File: src/rtl/lwn_pkg.sv
package lwn_pkg;

  // Width codes loaded into both direction fields.
  typedef enum logic [2:0] {
    WC_8  = 3'b000,
    WC_16 = 3'b001,
    WC_32 = 3'b011,
    WC_2  = 3'b100,
    WC_4  = 3'b101
  } width_code_e;

  typedef enum logic [0:0] {
    PH_ADVERTISE = 1'b0,
    PH_RUN       = 1'b1
  } phase_e;

  // Widest lane group the reset handshake can resolve.
  localparam int unsigned HANDSHAKE_LANES = 8;

endpackage

File: src/rtl/lwn_adv_gen.sv
module lwn_adv_gen #(
  parameter int unsigned TX_W = 8,
  parameter int unsigned RX_W = 8
) (
  input  logic            advertise,
  output logic [TX_W-1:0] tx_cad
);
  // Lanes carrying a one: own receiver width, limited to physical tx lanes.
  localparam int unsigned ADV_LANES = (RX_W < TX_W) ? RX_W : TX_W;

  for (genvar lane = 0; lane < TX_W; lane++) begin : g_lane
    if (lane < ADV_LANES) begin : g_on
      assign tx_cad[lane] = advertise;
    end else begin : g_off
      assign tx_cad[lane] = 1'b0;
    end
  end

endmodule

File: src/rtl/lwn_decoder.sv
module lwn_decoder
  import lwn_pkg::*;
#(
  parameter int unsigned RX_W = 8
) (
  input  logic [RX_W-1:0] rx_cad,
  output width_code_e     code
);
  localparam int unsigned SEEN = (RX_W < HANDSHAKE_LANES) ? RX_W : HANDSHAKE_LANES;

  logic [HANDSHAKE_LANES-1:0] low_lanes;

  // Lanes the receiver lacks read as zero; lanes above the handshake range are dropped.
  for (genvar lane = 0; lane < HANDSHAKE_LANES; lane++) begin : g_low
    if (lane < SEEN) begin : g_have
      assign low_lanes[lane] = rx_cad[lane];
    end else begin : g_tie
      assign low_lanes[lane] = 1'b0;
    end
  end

  if (RX_W > HANDSHAKE_LANES) begin : g_unused
    logic upper_unused;
    assign upper_unused = |rx_cad[RX_W-1:HANDSHAKE_LANES];
  end

  always_comb begin
    if (&low_lanes)            code = WC_8;
    else if (&low_lanes[3:0])  code = WC_4;
    else                       code = WC_2;
  end

endmodule

File: src/rtl/lwn_capture.sv
module lwn_capture
  import lwn_pkg::*;
(
  input  logic        clk,
  input  logic        rst_n,
  input  width_code_e next_code,
  output phase_e      phase,
  output width_code_e code_q,
  output logic        done
);

  always_ff @(posedge clk or negedge rst_n) begin
    if (!rst_n) begin
      phase  <= PH_ADVERTISE;
      code_q <= WC_2;
      done   <= 1'b0;
    end else begin
      done <= 1'b0;
      if (phase == PH_ADVERTISE) begin
        phase  <= PH_RUN;
        code_q <= next_code;
        done   <= 1'b1;
      end
    end
  end

endmodule

File: src/rtl/lwn_negotiator.sv
module lwn_negotiator
  import lwn_pkg::*;
#(
  parameter int unsigned TX_W = 8,
  parameter int unsigned RX_W = 8
) (
  input  logic            clk,
  input  logic            rst_n,
  input  logic [RX_W-1:0] rx_cad,
  output logic [TX_W-1:0] tx_cad,
  output logic [2:0]      link_width_in,
  output logic [2:0]      link_width_out,
  output logic            neg_done
);
  phase_e      phase;
  width_code_e next_code;
  width_code_e code_q;

  lwn_adv_gen #(.TX_W(TX_W), .RX_W(RX_W)) u_adv (
    .advertise (phase == PH_ADVERTISE),
    .tx_cad    (tx_cad)
  );

  lwn_decoder #(.RX_W(RX_W)) u_dec (
    .rx_cad (rx_cad),
    .code   (next_code)
  );

  lwn_capture u_cap (
    .clk       (clk),
    .rst_n     (rst_n),
    .next_code (next_code),
    .phase     (phase),
    .code_q    (code_q),
    .done      (neg_done)
  );

  assign link_width_in  = code_q;
  assign link_width_out = code_q;

endmodule

File: config.mk
export PLATFORM = sky130hd
export DESIGN_NAME = lwn_negotiator
export DESIGN_NICKNAME = d
export VERILOG_FILES = /design/src/rtl/lwn_pkg.sv /design/src/rtl/lwn_adv_gen.sv /design/src/rtl/lwn_decoder.sv /design/src/rtl/lwn_capture.sv /design/src/rtl/lwn_negotiator.sv
export SDC_FILE = /design/constraint.sdc
export NUM_CORES = 1
export LEC_CHECK = 0
export ABC_AREA = 1
export CAP_MARGIN = 0
export CORE_AREA = 3 3 40 42
export DETAILED_ROUTE_END_ITERATION = 10
export DIE_AREA = 0 0 43 45
export PLACE_DENSITY = 0.63
export SLEW_MARGIN = 30
export SYNTH_ARGS = -nofsm -noshare
export SYNTH_HDL_FRONTEND = slang
export SYNTH_SLANG_ARGS = --single-unit
File: constraint.sdc
create_clock -name clk -period 2.4 [get_ports clk]
set_clock_uncertainty 0.15 [all_clocks]
set_input_delay 0.48 -clock clk [delete_from_list [all_inputs] [get_ports clk]]
set_output_delay 0.48 -clock clk [all_outputs]
set_load 0.02 [all_outputs]
==> results of run 1 <==
-- final timing paths --
| path | depth (start not counted) | end | from |
|---|---|---|---|
| max | 2 | tx_cad[1] | u_cap.phase |
| min | 1 | u_cap.phase | rst_n |
| max reg2reg | 3 | u_cap.code_q[0] | u_cap.phase |
| min reg2reg | 2 | u_cap.code_q[2] | u_cap.code_q[2] |
| max in group asynchronous | 1 | u_cap.code_q[2] | rst_n |
| min in group clk | 2 | u_cap.code_q[2] | u_cap.code_q[2] |
-- critical path: cells and delay by family (launching register included) --
family	cells	cell delay [ns]
buffers and inverters	2	0.77
DFF	1	0.39
-- flip-flops by register name (all words and copies together), names as in the netlist --
signal        flops
u_cap.code_q      2
u_cap.done        1
u_cap.phase       1
-- cell type report --
cell class | instances | share of cell area
flip-flops and latches | 4 | 0.2275
multi-input cells | 17 | 0.1517
clock buffers | 4 | 0.05899
repair buffers | 22 | 0.4944
well taps | 15 | 0.04213
inverters | 3 | 0.02528
-- stage by stage --
stage	total power [mW]	setup slack, ns	cells
after floorplan	0.1152	1.039	36
after global placement	0.1390	0.6241	61
after detailed placement	0.1396	0.6042	61
after CTS	0.2385	0.3372	65
after global routing	0.2475	0.2840	65
final	0.2312	0.3650	65
-- cell families (layout without fill, tap and decap cells) --
| group | after synthesis | after routing | share of synthesized area |
|---|---|---|---|
| DFF | 4 | 4 | 0.3803 |
| other | 2 | 3 | 0.02818 |
| and+or+nand+nor | 14 | 14 | 0.2113 |
| buffers and inverters | 15 | 29 | 0.3803 |
-- placed cells by master, fill, tap and decap left out, types with 2 or more instances in the layout --
| cell | synthesis | final |
|---|---|---|
| clkdlybuf4s50_1 | 0 | 22 |
| nand2_1 | 11 | 11 |
| conb_1 | 2 | 3 |
| clkbuf_4 | 0 | 3 |
| dfrtp_1 | 3 | 3 |
| inv_1 | 2 | 2 |
-- routing by layer --
layer	track usage	up-vias
met5	0	-
met4	0.03614	0
met3	0.05976	2
met2	0.08683	17
met1	0.05854	102
li1	-	116
-- power by group through the flow --
stage          Clock (mW)  Combinational, mW  Sequential (mW)
6_report           0.0934             0.0634           0.0744
3_3_place_gp            0             0.0636           0.0754
3_5_place_dp            0             0.0643           0.0753
2_1_floorplan           0             0.0365           0.0786
5_1_grt             0.105             0.0677           0.0753
4_1_cts            0.0997             0.0643           0.0745
==> flow_summary.yaml, run 1 <==
clock_network:
  h-tree-depth: 1
  root_buffer: "clkbuf_4"
  clkSinkCount: 4
  clkLatencyLatePin_ns: 0.24
  path_clk_slew_ns: 0.04
  clock_path_buffers: 2
  cts_buffers: 3
  post_cts_buffers: 0
  cts_hold_buf: 0
  cts.repair.resized: 0
  cts_tree: "done"
synthesis:
  synth-seq-area-share: 0.3803
  synth_most_common_cell: "buf_4"
  synth_commonest_cells: "12 x buf_4, 11 x nand2_1, 3 x dfrtp_1, 2 x conb_1, 2 x inv_1"
  yosys-top-cells-area: "buf_4 34%, dfrtp_1 28%, nand2_1 15%, dfstp_2 9.9%, conb_1 2.8%"
  syn_avg_cell_area_um2: 7.614
  yosys.area.top_type: "buf_4"
  synth_top_area_frac: 0.3380
  synth_edf_count: 0
  yosysWarningCount: 0
  synthArstFlopShare: 1.000
  synth_cell_type_count: 10
  synth_cells: 35
  netlist_area_um2: 266.5
  synth-seq-cells: 4
  synth-main-ff-cell: "dfrtp_1"
critical_path:
  crit_chain: "inv_2, clkdlybuf4s50_1"
  critical_path_class: "register to output pin"
  max_stage_delay_ns: 0.63
  crit_required_ns: 1.77
  r2r_setup_slack_ns: 1.50
  crit_path_start_kind: "register"
  arrival_ns: 1.41
  crit_slowest_cell: "clkdlybuf4s50_1"
  worst-path-max-fanout: 11
  endpoint_kind: "output pin"
layout:
  fill_cells: 149
  n_antenna_cell: 0
  seqCellArea_um2: 101.3
  final_util: 0.3466
  fin_area_um2: 445.4
  drive_gt1_frac: 0.1200
  nNetsFinal: 61
  multi_input_area_um2: 67.56
  syn2layout_area_growth_pct: 67.14
route:
  wl_met1_um: 168
  routed_wl_um: 517
  vias: 237
  drt_first_pass_iters: 1
  drc: 0
  ant_nets: 0
  top_layer_used: "met4"
  met2_length_um: 243
  route.met3.wl_um: 94
  wl_per_cell_um: 7.954
  detail_route.iter0.violations: 0
  vias_per_cell: 3.646
power:
  combPwrFrac: 0.274
  seq_power_share: 0.322
  power_density_mw_per_mm2: 519.1
  p_sw_mw: 0.06275
  power_frac_clock: 0.404
  max-vdd-ir-drop_v: 0.0002091
  p_leak_nw: 0.2077
  netSwitchingFraction: 0.2714
  cell_internal_pwr_mw: 0.1685
placed_design:
  hpwl_um: 454.1
  portBuffers: 22
  gp_congestion: 0.6085
  place_area_um2: 419.2
die:
  dieWidth_um: 43
  start_util: 0.2074
  design.core.area_mm2: 0.001285
  pin_count: 25
  die_h_um: 45
  num_rows: 13
  die_area_mm2: 0.001935
run_status:
  status: "finished clean"
job:
  drv_cap: 0
timing:
  whs_ns: 0.2920
  max_freq_mhz: 491.4
  setup_violations: 0
  period_minus_slack_ns: 2.035
  fin_crit_sh: 0.8479
  rsz0062_at_grt: "false"
  drv_slew: 0
  setup_tns_ns: 0
  hold_viol: 0
global_route:
  grt_max_degree: 12
  grt_pass1_vias: 194
  antenna_found_initial: 0
  grt_pass1_wl_um: 779
  grtUsageTotal: 0.06187
  gr-total-overflow: 0
worst_hold_path:
  hold_class: "input port to async pin"
No activity file was read; power rests on OpenSTA's default activity.
==> inputs of run 2 (changes only) <==
- PLACE_DENSITY: 0.63 -> 0.65
- clock period: 2.4 -> 1.8 ns (I/O delays scaled with it)
==> run 2 against run 1 <==
Hold slack lost 0.12 ns. Via count decreased by 5.1%. Total power increased by 28%. Global-route usage about the same. Critical path type unchanged. Critical endpoint is now link_width_in[0]. Largest cell class unchanged.
==> flow_summary.yaml, run 2 (synthesized netlist as in run 1, its figures left out) <==
run_status:
  status: "finished clean"
placed_design:
  place_inst: 61
  portBuffers: 22
  hpwl_um: 420.7
  gp_congestion: 0.6339
  place_area_um2: 419.2
clock_network:
  path_clk_slew_ns: 0.04
  cts_buffers: 3
  clkLatencyLatePin_ns: 0.23
  root_buffer: "clkbuf_4"
  h-tree-depth: 1
  clock_path_buffers: 2
  clkSinkCount: 4
  cts_tree: "done"
layout:
  fill_cells: 152
  nNetsFinal: 61
  n_antenna_cell: 0
  syn2layout_area_growth_pct: 62.44
  top_regs: "u_cap.code_q: 2 flops, u_cap.done: 1 flops, u_cap.phase: 1 flops"
  layout_common_cells: "12 x clkdlybuf4s50_1, 11 x nand2_1, 10 x dlygate4sd2_1"
  drive_gt1_frac: 0.1200
  largest_register: "u_cap.code_q"
  fin_area_um2: 432.9
  final_cells: 65
  largest_reg_flops: 2
  mostFrequentLayoutCell: "clkdlybuf4s50_1"
critical_path:
  worstRegToRegCells: 3
  reg2reg_to: "u_cap.code_q[0]"
  critPathTopFamily: "buffers and inverters"
  endpoint_kind: "output pin"
  max_stage_delay_ns: 0.62
  crit_required_ns: 1.29
  worst-path-max-fanout: 3
  crit_chain: "clkdlybuf4s50_1"
  path_buf_inv: 1
  arrival_ns: 1.21
  crit_path_start_kind: "register"
  r2r-start: "u_cap.phase"
  r2r_setup_slack_ns: 0.91
  critical_path_class: "register to output pin"
  crit_slowest_cell: "clkdlybuf4s50_1"
route:
  wl_per_cell_um: 7.585
  drc: 0
  routed_wl_um: 493
  vias_per_cell: 3.462
  vias: 225
  ant_nets: 0
  detail_route.iter0.violations: 4
  drt_first_pass_iters: 4
die:
  die_area_mm2: 0.001935
  pin_count: 25
  dieWidth_um: 43
  design.core.area_mm2: 0.001285
  num_rows: 13
  die_h_um: 45
  start_util: 0.2074
global_route:
  grt_pass1_wl_um: 779
  grtUsageTotal: 0.06177
  antenna_found_initial: 0
  grt_pass1_vias: 185
  grt_max_degree: 12
  gr-total-overflow: 0
power:
  seq_power_share: 0.335
  combPwrFrac: 0.253
  p_leak_nw: 0.2189
  power_frac_clock: 0.412
  power_density_mw_per_mm2: 684.2
  netSwitchingFraction: 0.2720
  cell_internal_pwr_mw: 0.2156
  p_sw_mw: 0.08057
  max-vdd-ir-drop_v: 0.0002630
timing:
  setup_violations: 0
  rsz0062_at_grt: "false"
  hold_viol: 0
  setup_tns_ns: 0
  drv_slew: 0
  max_freq_mhz: 580.3
  fin_crit_sh: 0.9573
  period_minus_slack_ns: 1.723
worst_hold_path:
  hold_class: "input port to async pin"
job:
  drv_cap: 0
-- run 2: power by group through the flow --
| stage | combinational, mW | sequential, mW | clock [mW] |
|---|---|---|---|
| after floorplan | 0.0487 | 0.105 | 0 |
| after global placement | 0.0846 | 0.100 | 0 |
| after detailed placement | 0.0850 | 0.101 | 0 |
| after CTS | 0.0760 | 0.0992 | 0.128 |
| after global routing | 0.0804 | 0.100 | 0.141 |
| final | 0.0750 | 0.0991 | 0.122 |
-- run 2: layout make-up --
class,instances,area [um2],share of cell area
Sequential cell,4,101.3,0.2341
Tap cell,15,18.77,0.04335
Clock buffer,4,26.28,0.06069
Multi-Input combinational cell,17,67.56,0.1561
Timing Repair Buffer,22,207.7,0.4798
Inverter,3,11.26,0.02601
-- run 2: what timing repair did --
| item | 4_1_cts | 5_1_grt |
|---|---|---|
| resized for setup | 10 | 0 |
| buffers inserted | 0 | 0 |
| endpoints found under the setup margin | 10 | 0 |
| hold buffers | 0 | 0 |
| endpoints found under the hold margin | 0 | 0 |
-- run 2: worst max-delay path by stage --
stage	start	cells after the start	endpoint	slack, ns
floorplan	u_cap.code_q[2]	1	link_width_out[2]	0.56
global placement	u_cap.phase	2	tx_cad[4]	0.15
detailed placement	u_cap.phase	2	tx_cad[7]	0.12
CTS	u_cap.code_q[0]	1	link_width_in[0]	0.06
global route	u_cap.code_q[0]	1	link_width_out[0]	0.01
finish	u_cap.code_q[0]	1	link_width_in[0]	0.08
-- run 2: per-layer routing --
| layer | GRT usage | up-vias | wire length (um) |
|---|---|---|---|
| li1 | - | 115 | - |
| met1 | 0.05097 | 97 | 163 |
| met2 | 0.08683 | 13 | 259 |
| met3 | 0.05976 | 0 | 70 |
| met4 | 0.05422 | 0 | 0 |
| met5 | 0 | - | 0 |
-- run 2: stage by stage --
step	util	hold slack, ns	setup WS (ns)	power [mW]
after floorplan	-	-0.08559	0.5585	0.1536
after global placement	0.3262	0.3169	0.1492	0.1851
after detailed placement	0.3262	0.3189	0.1230	0.1855
after CTS	0.3369	0.1683	0.05861	0.3036
after global routing	0.3369	0.1647	0.01153	0.3218
final	0.3369	0.1737	0.07683	0.2962
==> inputs of run 3 (changes only) <==
- DONT_BUFFER_PORTS: unset -> 1
- PLACE_DENSITY: 0.65 -> 0.4
==> run 3 against run 2 <==
Utilization decreased by 14 points. Routed wire length shrank 15%. Via count fell by 27%. Highest routed layer unchanged. Clock-buffer cell count is the same. Total power is 9.5% lower. Critical endpoint is now tx_cad[3]. Final area fell by 41%. Die area is the same.
==> flow_summary.yaml, run 3 (synthesized netlist as in run 1, its figures left out) <==
run_status:
  status: "finished clean"
die:
  die_h_um: 45
  start_util: 0.2074
  dieWidth_um: 43
  die_area_mm2: 0.001935
  design.core.area_mm2: 0.001285
  num_rows: 13
  pin_count: 25
power:
  power_density_mw_per_mm2: 1050
  p_leak_nw: 0.1358
  max-vdd-ir-drop_v: 0.0002135
layout:
  seqCellArea_um2: 101.3
  nNetsFinal: 41
  fill_cells: 146
  fin_area_um2: 255.2
  n_antenna_cell: 0
  largest_register: "u_cap.code_q"
  multi_input_area_um2: 67.56
  syn2layout_area_growth_pct: -4.225
  drive_gt1_frac: 0.2333
  mostFrequentLayoutCell: "nand2_1"
  largest_reg_flops: 2
  layout_common_cells: "11 x nand2_1, 3 x conb_1, 3 x clkbuf_4, 3 x dfrtp_1, 2 x inv_1"
  top_regs: "u_cap.code_q: 2 flops, u_cap.done: 1 flops, u_cap.phase: 1 flops"
critical_path:
  r2r_setup_slack_ns: 0.71
  endpoint_kind: "output pin"
  crit_required_ns: 1.29
  path_buf_inv: 2
  crit_path_start_kind: "register"
  critical_path_class: "register to output pin"
  worstRegToRegCells: 4
  crit_chain: "inv_2, buf_12"
  worst-path-max-fanout: 11
  arrival_ns: 0.95
  r2r-start: "u_cap.phase"
  crit_slowest_cell: "dfrtp_1"
  max_stage_delay_ns: 0.40
  critPathTopFamily: "flip-flops"
  reg2reg_to: "u_cap.code_q[0]"
global_route:
  antenna_found_initial: 0
  grt_pass1_wl_um: 621
  grtUsageTotal: 0.04587
  grt_max_degree: 12
  gr-total-overflow: 0
  grt_pass1_vias: 147
timing:
  hold_viol: 0
  rsz0062_at_grt: "false"
  period_minus_slack_ns: 1.457
  max_freq_mhz: 686.1
  drv_slew: 0
  fin_crit_sh: 0.8097
  setup_tns_ns: 0
  setup_violations: 0
placed_design:
  hpwl_um: 336.3
  gp_congestion: 0.7008
  portBuffers: 0
  place_area_um2: 219.0
route:
  drt_first_pass_iters: 4
  vias: 164
  routed_wl_um: 418
  detail_route.iter0.violations: 5
  ant_nets: 0
  vias_per_cell: 3.644
  wl_per_cell_um: 9.289
  drc: 0
worst_hold_path:
  hold_class: "input port to register"
  min_path_cells: 4
  min_to: "u_cap.code_q[0]"
  min_from: "rx_cad[1]"
clock_network:
  cts_buffers: 3
  root_buffer: "clkbuf_4"
  post_cts_buffers: 0
  clkSinkCount: 4
  clkLatencyLatePin_ns: 0.24
  clock_path_buffers: 2
  cts_tree: "done"
  h-tree-depth: 1
  path_clk_slew_ns: 0.05
job:
  drv_cap: 0
==> run 3: changes by cell type in the layout (fill, tap and decap cells not counted), sizes merged <==
cell	before	now
clkdlybuf4s50	12	0
buf	0	1
dlygate4sd3	0	1
dlygate4sd2	10	0
==> run 3: worst max path at each step <==
stage               startpoint                 to  slack [ns]  depth (start not counted)
6_report           u_cap.phase          tx_cad[3]        0.34                          2
3_5_place_dp       u_cap.phase          tx_cad[3]        0.60                          2
2_1_floorplan  u_cap.code_q[2]  link_width_out[2]        0.56                          1
4_1_cts            u_cap.phase          tx_cad[3]        0.33                          2
5_1_grt            u_cap.phase          tx_cad[0]        0.30                          2
3_3_place_gp       u_cap.phase          tx_cad[3]        0.61                          2
==> run 3: power by group <==
part	switching, mW	total, mW	leakage (nW)	internal (mW)
Sequential	0.0115	0.108	0.0476	0.0964
Clock	0.0405	0.124	0.0150	0.0834
Combinational	0.0269	0.0363	0.0732	0.00936
==> run 3: area by class of cell <==
type / instances / share of cell area
clock buffers: 4 / 0.1029
inverters: 3 / 0.04412
multi-input cells: 17 / 0.2647
repair buffers: 2 / 0.1176
flip-flops and latches: 4 / 0.3971
well taps: 15 / 0.07353
==> run 3: layer usage <==
layer | vias to the layer above | wire, um | global-route usage
met4 | 0 | 0 | 0.01807
li1 | 78 | - | -
met5 | - | 0 | 0
met3 | 0 | 78 | 0.03984
met2 | 16 | 166 | 0.05988
met1 | 70 | 173 | 0.05327
==> run 3: through the flow <==
stage               utilization  setup slack [ns]  instances  total power [mW]  hold WS, ns
floorplan                     -            0.5585         36            0.1536     -0.08559
CTS                      0.1986            0.3287         45            0.2765       0.2218
global placement         0.1704            0.6123         40            0.1416     -0.08551
global route             0.1986            0.3034         45            0.2850       0.2415
finish                   0.1986            0.3426         45            0.2681       0.2336
detailed placement       0.1704            0.6031         40            0.1425     -0.08548
==> run 3: timing repair <==
action / CTS / global route
endpoints found under the hold margin: 4 / 0
hold buffers: 1 / 0
gates resized for setup: 0 / 0
==> run 3: worst reg2reg max path: cells and delay by family, from the launching register on <==
kind	cells	cell delay, ns
DFF	1	0.40
and+or+nand+nor	2	0.18
buffers and inverters	2	0.29
